==> config.mk <==
export PLATFORM = sky130hd
export DESIGN_NAME = pic8_core
export DESIGN_NICKNAME = d
export VERILOG_FILES = /design/src/rtl/pic8_pkg.sv /design/src/rtl/pic8_prio.sv /design/src/rtl/pic8_reqlatch.sv /design/src/rtl/pic8_core.sv
export SDC_FILE = /design/constraint.sdc
export NUM_CORES = 1
export LEC_CHECK = 0
export ABC_AREA = 1
export CORE_ASPECT_RATIO = 0.7
export CORE_MARGIN = 4
export CORE_UTILIZATION = 59
export CTS_BUF_LIST = sky130_fd_sc_hd__clkbuf_4 sky130_fd_sc_hd__clkbuf_8 sky130_fd_sc_hd__clkbuf_16
export DETAILED_ROUTE_END_ITERATION = 8
export GPL_TIMING_DRIVEN = 0
export PLACE_DENSITY = 0.91
export SLEW_MARGIN = 10
export SYNTH_ARGS = -nofsm -noshare
export SYNTH_HDL_FRONTEND = slang
export SYNTH_SLANG_ARGS = --single-unit
==> constraint.sdc <==
create_clock -name clk -period 3.8 [get_ports clk]
set_input_delay 0.76 -clock clk [delete_from_list [all_inputs] [get_ports clk]]
set_output_delay 0.76 -clock clk [all_outputs]
set_load 0.05 [all_outputs]
==> src/rtl/pic8_pkg.sv <==
package pic8_pkg;

  typedef enum logic [1:0] {
    INIT_IDLE = 2'd0,
    INIT_BASE = 2'd1,
    INIT_CASC = 2'd2,
    INIT_MODE = 2'd3
  } init_st_t;

  localparam logic [2:0] OP_RAEOI_CLR   = 3'd0;
  localparam logic [2:0] OP_EOI_NS      = 3'd1;
  localparam logic [2:0] OP_EOI_SP      = 3'd3;
  localparam logic [2:0] OP_RAEOI_SET   = 3'd4;
  localparam logic [2:0] OP_EOI_NS_ROT  = 3'd5;
  localparam logic [2:0] OP_SET_PRI     = 3'd6;
  localparam logic [2:0] OP_EOI_SP_ROT  = 3'd7;

endpackage

==> src/rtl/pic8_prio.sv <==
module pic8_prio #(
  parameter int N = 8
) (
  input  logic [N-1:0]         bits,
  input  logic [$clog2(N)-1:0] offset,
  output logic                 found,
  output logic [$clog2(N)-1:0] rank,
  output logic [$clog2(N)-1:0] level
);
  localparam int LW = $clog2(N);

  logic [LW-1:0] idx;

  // Scan from the highest rank down so the lowest rank is written last.
  always_comb begin
    found = 1'b0;
    rank  = '0;
    level = '0;
    idx   = '0;
    for (int i = N - 1; i >= 0; i--) begin
      idx = LW'(i) + offset;
      if (bits[idx]) begin
        found = 1'b1;
        rank  = LW'(i);
        level = idx;
      end
    end
  end
endmodule

==> src/rtl/pic8_reqlatch.sv <==
module pic8_reqlatch #(
  parameter int          N          = 8,
  parameter logic [N-1:0] LEVEL_MASK = '0
) (
  input  logic         clk,
  input  logic         rst,
  input  logic         clear_all,
  input  logic [N-1:0] line_in,
  input  logic [N-1:0] clr,
  output logic [N-1:0] irr
);
  logic [N-1:0] prev;

  always_ff @(posedge clk) begin
    if (rst) prev <= '0;
    else     prev <= line_in;
  end

  for (genvar g = 0; g < N; g++) begin : g_line
    if (LEVEL_MASK[g]) begin : g_level
      always_ff @(posedge clk) begin
        if (rst || clear_all) irr[g] <= 1'b0;
        else                  irr[g] <= line_in[g];
      end
    end else begin : g_edge
      // A new edge wins over a clear in the same cycle.
      always_ff @(posedge clk) begin
        if (rst || clear_all) irr[g] <= 1'b0;
        else                  irr[g] <= (irr[g] & ~clr[g]) | (line_in[g] & ~prev[g]);
      end
    end
  end
endmodule

==> src/rtl/pic8_core.sv <==
module pic8_core
  import pic8_pkg::*;
#(
  parameter int                 N_LINES    = 8,
  parameter logic [N_LINES-1:0] LEVEL_MASK = 8'h80
) (
  input  logic               clk,
  input  logic               rst,
  input  logic [N_LINES-1:0] irq_in,
  input  logic               wr_en,
  input  logic               rd_en,
  input  logic               addr,
  input  logic [7:0]         wdata,
  output logic [7:0]         rdata,
  input  logic               inta,
  output logic [7:0]         vector,
  output logic               int_out
);
  localparam int DW     = 8;
  localparam int LW     = $clog2(N_LINES);
  localparam int BASE_W = DW - LW;

  logic [N_LINES-1:0] irr, imr, isr, isr_n, irr_clr;
  logic [LW-1:0]      offset, ofs_n;
  logic [BASE_W-1:0]  base;
  init_st_t           init_st;
  logic               need4, aeoi, rot_aeoi, rsel, poll;

  logic               req_found, isr_found;
  logic [LW-1:0]      req_rank, req_level, isr_rank, isr_level;

  logic               cmd_wr, dat_wr, is_init, is_ocw3, is_ocw2;
  logic [2:0]         op;
  logic [LW-1:0]      lvl_arg;
  logic               raise, ack_hit, poll_hit;

  assign cmd_wr  = wr_en & ~addr;
  assign dat_wr  = wr_en & addr;
  assign is_init = cmd_wr & wdata[4];
  assign is_ocw3 = cmd_wr & ~wdata[4] & wdata[3];
  assign is_ocw2 = cmd_wr & ~wdata[4] & ~wdata[3];
  assign op      = wdata[7:5];
  assign lvl_arg = wdata[LW-1:0];

  pic8_reqlatch #(.N(N_LINES), .LEVEL_MASK(LEVEL_MASK)) u_latch (
    .clk(clk), .rst(rst), .clear_all(is_init),
    .line_in(irq_in), .clr(irr_clr), .irr(irr)
  );

  pic8_prio #(.N(N_LINES)) u_req_prio (
    .bits(irr & ~imr), .offset(offset),
    .found(req_found), .rank(req_rank), .level(req_level)
  );

  pic8_prio #(.N(N_LINES)) u_isr_prio (
    .bits(isr), .offset(offset),
    .found(isr_found), .rank(isr_rank), .level(isr_level)
  );

  assign raise    = req_found && (!isr_found || (req_rank < isr_rank));
  assign int_out  = raise;
  assign ack_hit  = inta & raise;
  assign poll_hit = rd_en & poll & raise;
  assign irr_clr  = (ack_hit || poll_hit) ? (N_LINES'(1) << req_level) : '0;

  always_comb begin
    isr_n = isr;
    ofs_n = offset;
    if (ack_hit) begin
      if (aeoi) begin
        if (rot_aeoi) ofs_n = req_level + 1'b1;
      end else begin
        isr_n[req_level] = 1'b1;
      end
    end
    if (poll_hit) isr_n[req_level] = 1'b0;
    if (is_ocw2) begin
      case (op)
        OP_EOI_NS, OP_EOI_NS_ROT: begin
          if (isr_found) begin
            isr_n[isr_level] = 1'b0;
            if (op == OP_EOI_NS_ROT) ofs_n = isr_level + 1'b1;
          end
        end
        OP_EOI_SP, OP_EOI_SP_ROT: begin
          isr_n[lvl_arg] = 1'b0;
          if (op == OP_EOI_SP_ROT) ofs_n = lvl_arg + 1'b1;
        end
        OP_SET_PRI: ofs_n = lvl_arg + 1'b1;
        default: ;
      endcase
    end
  end

  always_ff @(posedge clk) begin
    if (rst) begin
      imr      <= '0;
      isr      <= '0;
      offset   <= '0;
      base     <= '0;
      init_st  <= INIT_IDLE;
      need4    <= 1'b0;
      aeoi     <= 1'b0;
      rot_aeoi <= 1'b0;
      rsel     <= 1'b0;
      poll     <= 1'b0;
    end else if (is_init) begin
      imr      <= '0;
      isr      <= '0;
      offset   <= '0;
      init_st  <= INIT_BASE;
      need4    <= wdata[0];
      aeoi     <= 1'b0;
      rot_aeoi <= 1'b0;
      rsel     <= 1'b0;
      poll     <= 1'b0;
    end else begin
      isr    <= isr_n;
      offset <= ofs_n;
      if (rd_en && poll) poll <= 1'b0;
      if (dat_wr) begin
        case (init_st)
          INIT_IDLE: imr <= wdata[N_LINES-1:0];
          INIT_BASE: begin
            base    <= wdata[DW-1:LW];
            init_st <= INIT_CASC;
          end
          INIT_CASC: init_st <= need4 ? INIT_MODE : INIT_IDLE;
          INIT_MODE: begin
            aeoi    <= wdata[1];
            init_st <= INIT_IDLE;
          end
          default: init_st <= INIT_IDLE;
        endcase
      end
      if (is_ocw3) begin
        if (wdata[2]) poll <= 1'b1;
        if (wdata[1]) rsel <= wdata[0];
      end
      if (is_ocw2 && (op == OP_RAEOI_CLR || op == OP_RAEOI_SET))
        rot_aeoi <= op[2];
    end
  end

  always_ff @(posedge clk) begin
    if (rst) begin
      rdata  <= '0;
      vector <= '0;
    end else begin
      if (rd_en) begin
        if (poll)      rdata <= raise ? DW'(req_level) : DW'(N_LINES - 1);
        else if (addr) rdata <= DW'(imr);
        else           rdata <= rsel ? DW'(isr) : DW'(irr);
      end
      if (inta) vector <= {base, (ack_hit ? req_level : {LW{1'b1}})};
    end
  end
endmodule

==> results.toml, run 1 <==
[outcome]
status = "finished clean"

[finish]
drive_above_1_share_pct = 15.3
fillers = 573
diodes = 0
register_area_um2 = 1250
fin_cells = 889
final_nets = 824
multi_input_area_um2 = 2850
utilization_pct = 75.9
layout_common_cells = "nand2_1, nand3_1, inv_1"
stdcell_area_um2 = 5530
layout_commonest_cell = "nand2_1"
area_growth_pct = 25.8

[setup_path]
cp_cell_sequence = "inv_4 > buf_8 > ha_4 > clkbuf_16 > nand3_4 > nand2_2 > nor2_1 > inv_1 > nand2_2 > inv_2 > nand2_4 > nor3_4 > inv_2 > a21oi_2 > ha_1 > a21oi_2 > nand2_2 > a21oi_4 > buf_6"
worstPathRequired_ps = 3040
worstPathMaxFanout = 3
critical_path.top_delay_family = "buffers and inverters"
end_kind = "output port"
slowest_delay_ps = 390
critPathLaunchType = "flop"
cp.arrival_ps = 3010
crit_top_cell = "nand2_2"
critical_path_class = "flop to output port"
critPathSlowestCell = "dfxtp_4"
path_buf_inv = 7

[floorplan]
rows = 26
core_um2 = 7290
fp.dieW_um = 111
start_util_pct = 60.4
die_area_um2 = 8920
pin_count = 39
dieHeight_um = 80.2

[global_routing]
grt_pass1_vias = 4694
grt-ovfl-total = 0
grt_max_degree = 14
antenna_found_initial = 0
gr-usage-all-layers_pct = 32.3
grt_pass1_wl_mm = 23.1

[placement]
dp_cells = 852
dp_hpwl_mm = 10.8
io_buffers = 37
placed_area_um2 = 4900
routabilityCongestion = 0.968

[sta]
finalMaxSlewViolations = 0
finalCriticalPeriod_ps = 3770
hold_viol = 0
setup_viol = 0
tns_ps = 0
fin_crit_sh_pct = 99.1
rsz0062_at_grt = "true"
max_slew.worst_pin.slew_ps = 631
slew_headroom_pct = 58.0
max_freq_ghz = 0.266
skew_ps = 5.75

[drt]
wirelength_mm = 14.6
remaining_drc_errors = 0
ant_nets = 0
vias_per_cell = 5.96
num_vias = 5296
drt_iter0_markers = 762
firstDrtPassIters = 6
wl_per_cell_um = 16.5

[yosys]
synth_area_leaders = "dfxtp_1, nand2_1, nand3_1"
syn_avg_cell_area_um2 = 6.14
synth_cells = 717
synth_warnings = 0
synth_ff_type = "dfxtp_1"
synth_edf_count = 0
synthesis.nets = 755
synth.cell_area_um2 = 4400
yosysTopAreaCell = "dfxtp_1"
ys_ff_latch = 62
ys_seq_area_share_pct = 28.2
synth_cell_types = 42
async_reset_ff_share_pct = 0
synth_top_area_share_pct = 28.2

[cts]
clock-sinks = 62
clock_path_buffers = 2
cts_made_buffers = 9
clk_latency_ps = 350
clk_pin_slew_ps = 80
cts_tree = "done"
htreeDepth = 3
cts_root_buffer = "clkbuf_8"
cts_hold_repair.buffers = 0

[min_path]
min_path_type = "flop to flop"

[power_and_ir_drop]
sequentialPowerShare_pct = 18.5
powerDensity_nw_per_um2 = 763
comb_power_share_pct = 63.8
p_int_mw = 2.11
ir_worst_vdd_v = 0.000735
p_sw_share_pct = 50.1
clkPwrFrac_pct = 17.7
power.leakage_nw = 2.50
switching_power_mw = 2.11
p_total_mw = 4.22

[run]
maxCapViolations = 0
==> power by group through the flow <==
stage | Combinational, mW | Sequential [mW] | Clock [mW]
after floorplan | 1.61 | 0.848 | 0
after global placement | 2.17 | 0.788 | 0
after detailed placement | 2.23 | 0.789 | 0
after CTS | 2.44 | 0.775 | 0.747
after global routing | 2.93 | 0.785 | 0.774
final | 2.69 | 0.780 | 0.747
==> layout make-up <==
class	instances	area share, %
multi-input cells	539	51.5
flip-flops and latches	62	22.5
repair buffers	59	9.93
inverters	93	6.49
plain buffers	22	2.78
clock inverters	7	2.31
clock buffers	9	2.24
well taps	98	2.22
==> stage by stage <==
step           worst slack, ps  hold slack (ps)
5_1_grt                   -109              490
6_report                  33.6              450
3_5_place_dp             -1030              443
3_3_place_gp             -1000              433
2_1_floorplan             5.44              423
4_1_cts                  -40.0              454
==> tightest hold or removal path: cells and delay by family (launching register included) <==
family	cells	cell delay, ps
buffers and inverters	1	50
AOI/OAI and AO/OA	1	50
DFF	1	320
==> worst paths after layout <==
kind / slack, ps / endpoint / startpoint / depth (start not counted)
setup / recovery: 30 / int_out / offset[0]$_SDFF_PP0_ / 19
hold / removal: 450 / need4$_SDFFE_PP0P_ / need4$_SDFFE_PP0P_ / 2
setup reg to reg: 520 / isr[4]$_SDFF_PP0_ / offset[0]$_SDFF_PP0_ / 24
hold reg to reg: 450 / need4$_SDFFE_PP0P_ / need4$_SDFFE_PP0P_ / 2
==> synthesized netlist by cell type (3+ instances only) <==
cell	number
buf_2	3
ha_1	16
a21oi_1	71
o211ai_1	6
nand4_1	3
inv_1	72
nand2_1	176
nand3_1	113
nor2_1	65
clkinv_1	4
or2_2	7
o21ai_1	8
a31oi_1	6
o21ai_0	35
inv_2	16
buf_4	5
nand2_2	4
clkbuf_1	13
dfxtp_1	62
o221ai_1	4
==> kinds of logic after synthesis <==
| group | after synthesis | share of synthesized area, % |
|---|---|---|
| buffers and inverters | 116 | 10.8 |
| DFF | 62 | 28.2 |
| xor gates and xnor gates | 4 | 1.14 |
| adders and majority gates | 16 | 4.55 |
| and+or+nand+nor | 379 | 37.6 |
| AOI/OAI and AO/OA | 140 | 17.7 |
==> what timing repair did <==
| action | in CTS | in global routing |
|---|---|---|
| pin swaps | 11 | 18 |
| setup endpoints to repair | 15 | 1 |
| setup buffers | 12 | 10 |
| gates resized for setup | 34 | 27 |
==> flip-flops by register name (all words and copies together), names as in the netlist <==
name,count
u_latch.prev,7
init_st,2
rsel,1
poll,1
vector,8
rdata,8
isr,8
rot_aeoi,1
offset,3
aeoi,1
u_latch.irr,8
base,5
need4,1
imr,8
==> routing by layer <==
metal / vias up / track usage, % / wire length [um]
met5: - / 0 / 0
met4: 0 / 10.8 / 311
met3: 38 / 7.91 / 1830
met2: 367 / 50.5 / 6390
met1: 2387 / 43.7 / 6120
li1: 2504 / - / -
Note: power is estimated with default switching activity, not from simulation.
==> run 2, diff against run 1 <==
- CORE_UTILIZATION: 59 -> 60
- PLACE_DENSITY: 0.91 -> 0.87
- SLEW_MARGIN: 10 -> default
- clock period: 3.8 -> 4.5 ns (I/O delays scaled with it)
==> run 2 against run 1 <==
  * Non-clock buffer count decreased by 20
  * Worst setup slack better by 160 ps
  * Die area fell by 1.5%
  * Register-to-register slack better by 460 ps
  * Largest power group unchanged
  * Via count shrank 2.4%
==> results.toml, run 2 (synthesized netlist as in run 1, its figures left out) <==
[global_routing]
gr-usage-all-layers_pct = 33.7
grt_pass1_wl_mm = 22.7
grt_pass1_vias = 4649
grt_max_degree = 13
grt-ovfl-total = 0
antenna_found_initial = 0

[sta]
hold_viol = 0
skew_ps = 5.27
max_freq_ghz = 0.232
setup_viol = 0
setup_ws_ps = 191
finalMaxSlewViolations = 0
max_slew.worst_pin.slew_ps = 616
finalCriticalPeriod_ps = 4310
tns_ps = 0
fin_crit_sh_pct = 95.8
slew_headroom_pct = 58.9

[setup_path]
end_kind = "output port"
worstPathMaxFanout = 10
crit_top_cell = "nand2_1"
critical_path_class = "flop to output port"
critPathSlowestCell = "dfxtp_2"
cp_cell_sequence = "buf_6 > inv_2 > buf_4 > ha_4 > clkbuf_8 > nand3_1 > nand3_1 > nand2_1 > nor2_4 > o21ai_0 > a31oi_2 > ha_1 > nand2_1 > inv_1 > nand2_1 > nand2_2 > a21oi_4 > buf_6"
worstPathRequired_ps = 3600
slowest_delay_ps = 340
critPathLaunchType = "flop"
cp.arrival_ps = 3410

[floorplan]
rows = 25
die_area_um2 = 8790
fp.dieW_um = 110
core_um2 = 6940
start_util_pct = 63.4
dieHeight_um = 79.6
pin_count = 39

[power_and_ir_drop]
powerDensity_nw_per_um2 = 622
power.leakage_nw = 2.33
p_sw_share_pct = 53.7
switching_power_mw = 1.72
comb_power_share_pct = 65.1
sequentialPowerShare_pct = 20.5
p_int_mw = 1.49
ir_worst_vdd_v = 0.000806
clkPwrFrac_pct = 14.3
p_total_mw = 3.21

[placement]
routabilityCongestion = 0.958
dp_slack_ps = -645
dp_hpwl_mm = 11.2
dp_cells = 848
io_buffers = 37

[cts]
clock_path_buffers = 2
clk_pin_slew_ps = 70
clk_latency_ps = 360
cts_root_buffer = "clkbuf_8"
cts_made_buffers = 9
clock-sinks = 62
cts_tree = "done"
htreeDepth = 3
cts_hold_repair.buffers = 0

[drt]
num_vias = 5169
ant_nets = 0
drt_iter0_markers = 774
wirelength_mm = 14.4
remaining_drc_errors = 0
firstDrtPassIters = 7
wl_per_cell_um = 16.6
vias_per_cell = 5.98

[finish]
fin_cells = 865
area_growth_pct = 17.5
drive_above_1_share_pct = 10.2
final_nets = 804
layout_common_cells = "nand2_1, nand3_1, inv_1"
utilization_pct = 74.5
diodes = 0
layout_commonest_cell = "nand2_1"

[min_path]
min_path_type = "flop to flop"

[run]
maxCapViolations = 0

[outcome]
status = "finished clean"
[run 2: cell count changes in the layout (fill, tap and decap cells not counted), sizes merged]
cell and change:
buf -21, clkbuf +2, clkinvlp +2, clkinv +3
inv -3, bufinv -3
[run 2: cell type report]
type / count / area [um^2]
plain buffers: 23 / 143
clock buffers: 10 / 138
clock inverters: 6 / 46.3
fillers: 577 / 1770
inverters: 93 / 352
multi-input cells: 539 / 2750
flip-flops and latches: 62 / 1240
well taps: 94 / 118
repair buffers: 38 / 379
[run 2: final timing paths]
check,from,slack [ps],endpoint,cells after the start
setup / recovery,offset[1]$_SDFF_PP0_,190,int_out,18
hold / removal,rdata[4]$_SDFFE_PP0P_,470,rdata[4]$_SDFFE_PP0P_,2
setup reg to reg,offset[1]$_SDFF_PP0_,980,isr[0]$_SDFF_PP0_,22
hold reg to reg,rdata[4]$_SDFFE_PP0P_,470,rdata[4]$_SDFFE_PP0P_,2
[run 2: per-stage QoR]
| step | hold WS, ps | area (um^2) |
|---|---|---|
| 2_1_floorplan | 423 | 4400 |
| 3_3_place_gp | 441 | 4890 |
| 3_5_place_dp | 454 | 4890 |
| 4_1_cts | 470 | 5100 |
| 5_1_grt | 486 | 5170 |
| 6_report | 471 | 5170 |
[run 2: per-layer routing]
layer	vias up	part of all wire (%)	GRT usage, %
li1	2464	-	-
met4	0	1.9	9.96
met5	-	0	0
met1	2319	43	48.3
met3	26	14	8.65
met2	360	41	49.4
[run 2: power groups by stage]
stage                     Clock, mW  Combinational [mW]  Sequential [mW]
after detailed placement          0                1.87            0.669
after CTS                     0.454                1.92            0.657
after global placement            0                1.83            0.668
after floorplan                   0                1.35            0.716
final                         0.461                2.09            0.660
after global routing          0.479                2.28            0.664
[run 2: critical path, delay by kind of cell, from the launching register on]
kind / cells / cell delay (ps)
buffers and inverters: 6 / 750
AOI/OAI and AO/OA: 3 / 560
adders and majority gates: 2 / 570
DFF: 1 / 340
and+or+nand+nor: 7 / 800
[run 2: what timing repair did]
item                                    4_1_cts  5_1_grt
endpoints found under the hold margin         0        0
resized for setup                            15       12
setup buffers                                 0        1
pin swaps                                     1        2
endpoints found under the setup margin        1        1
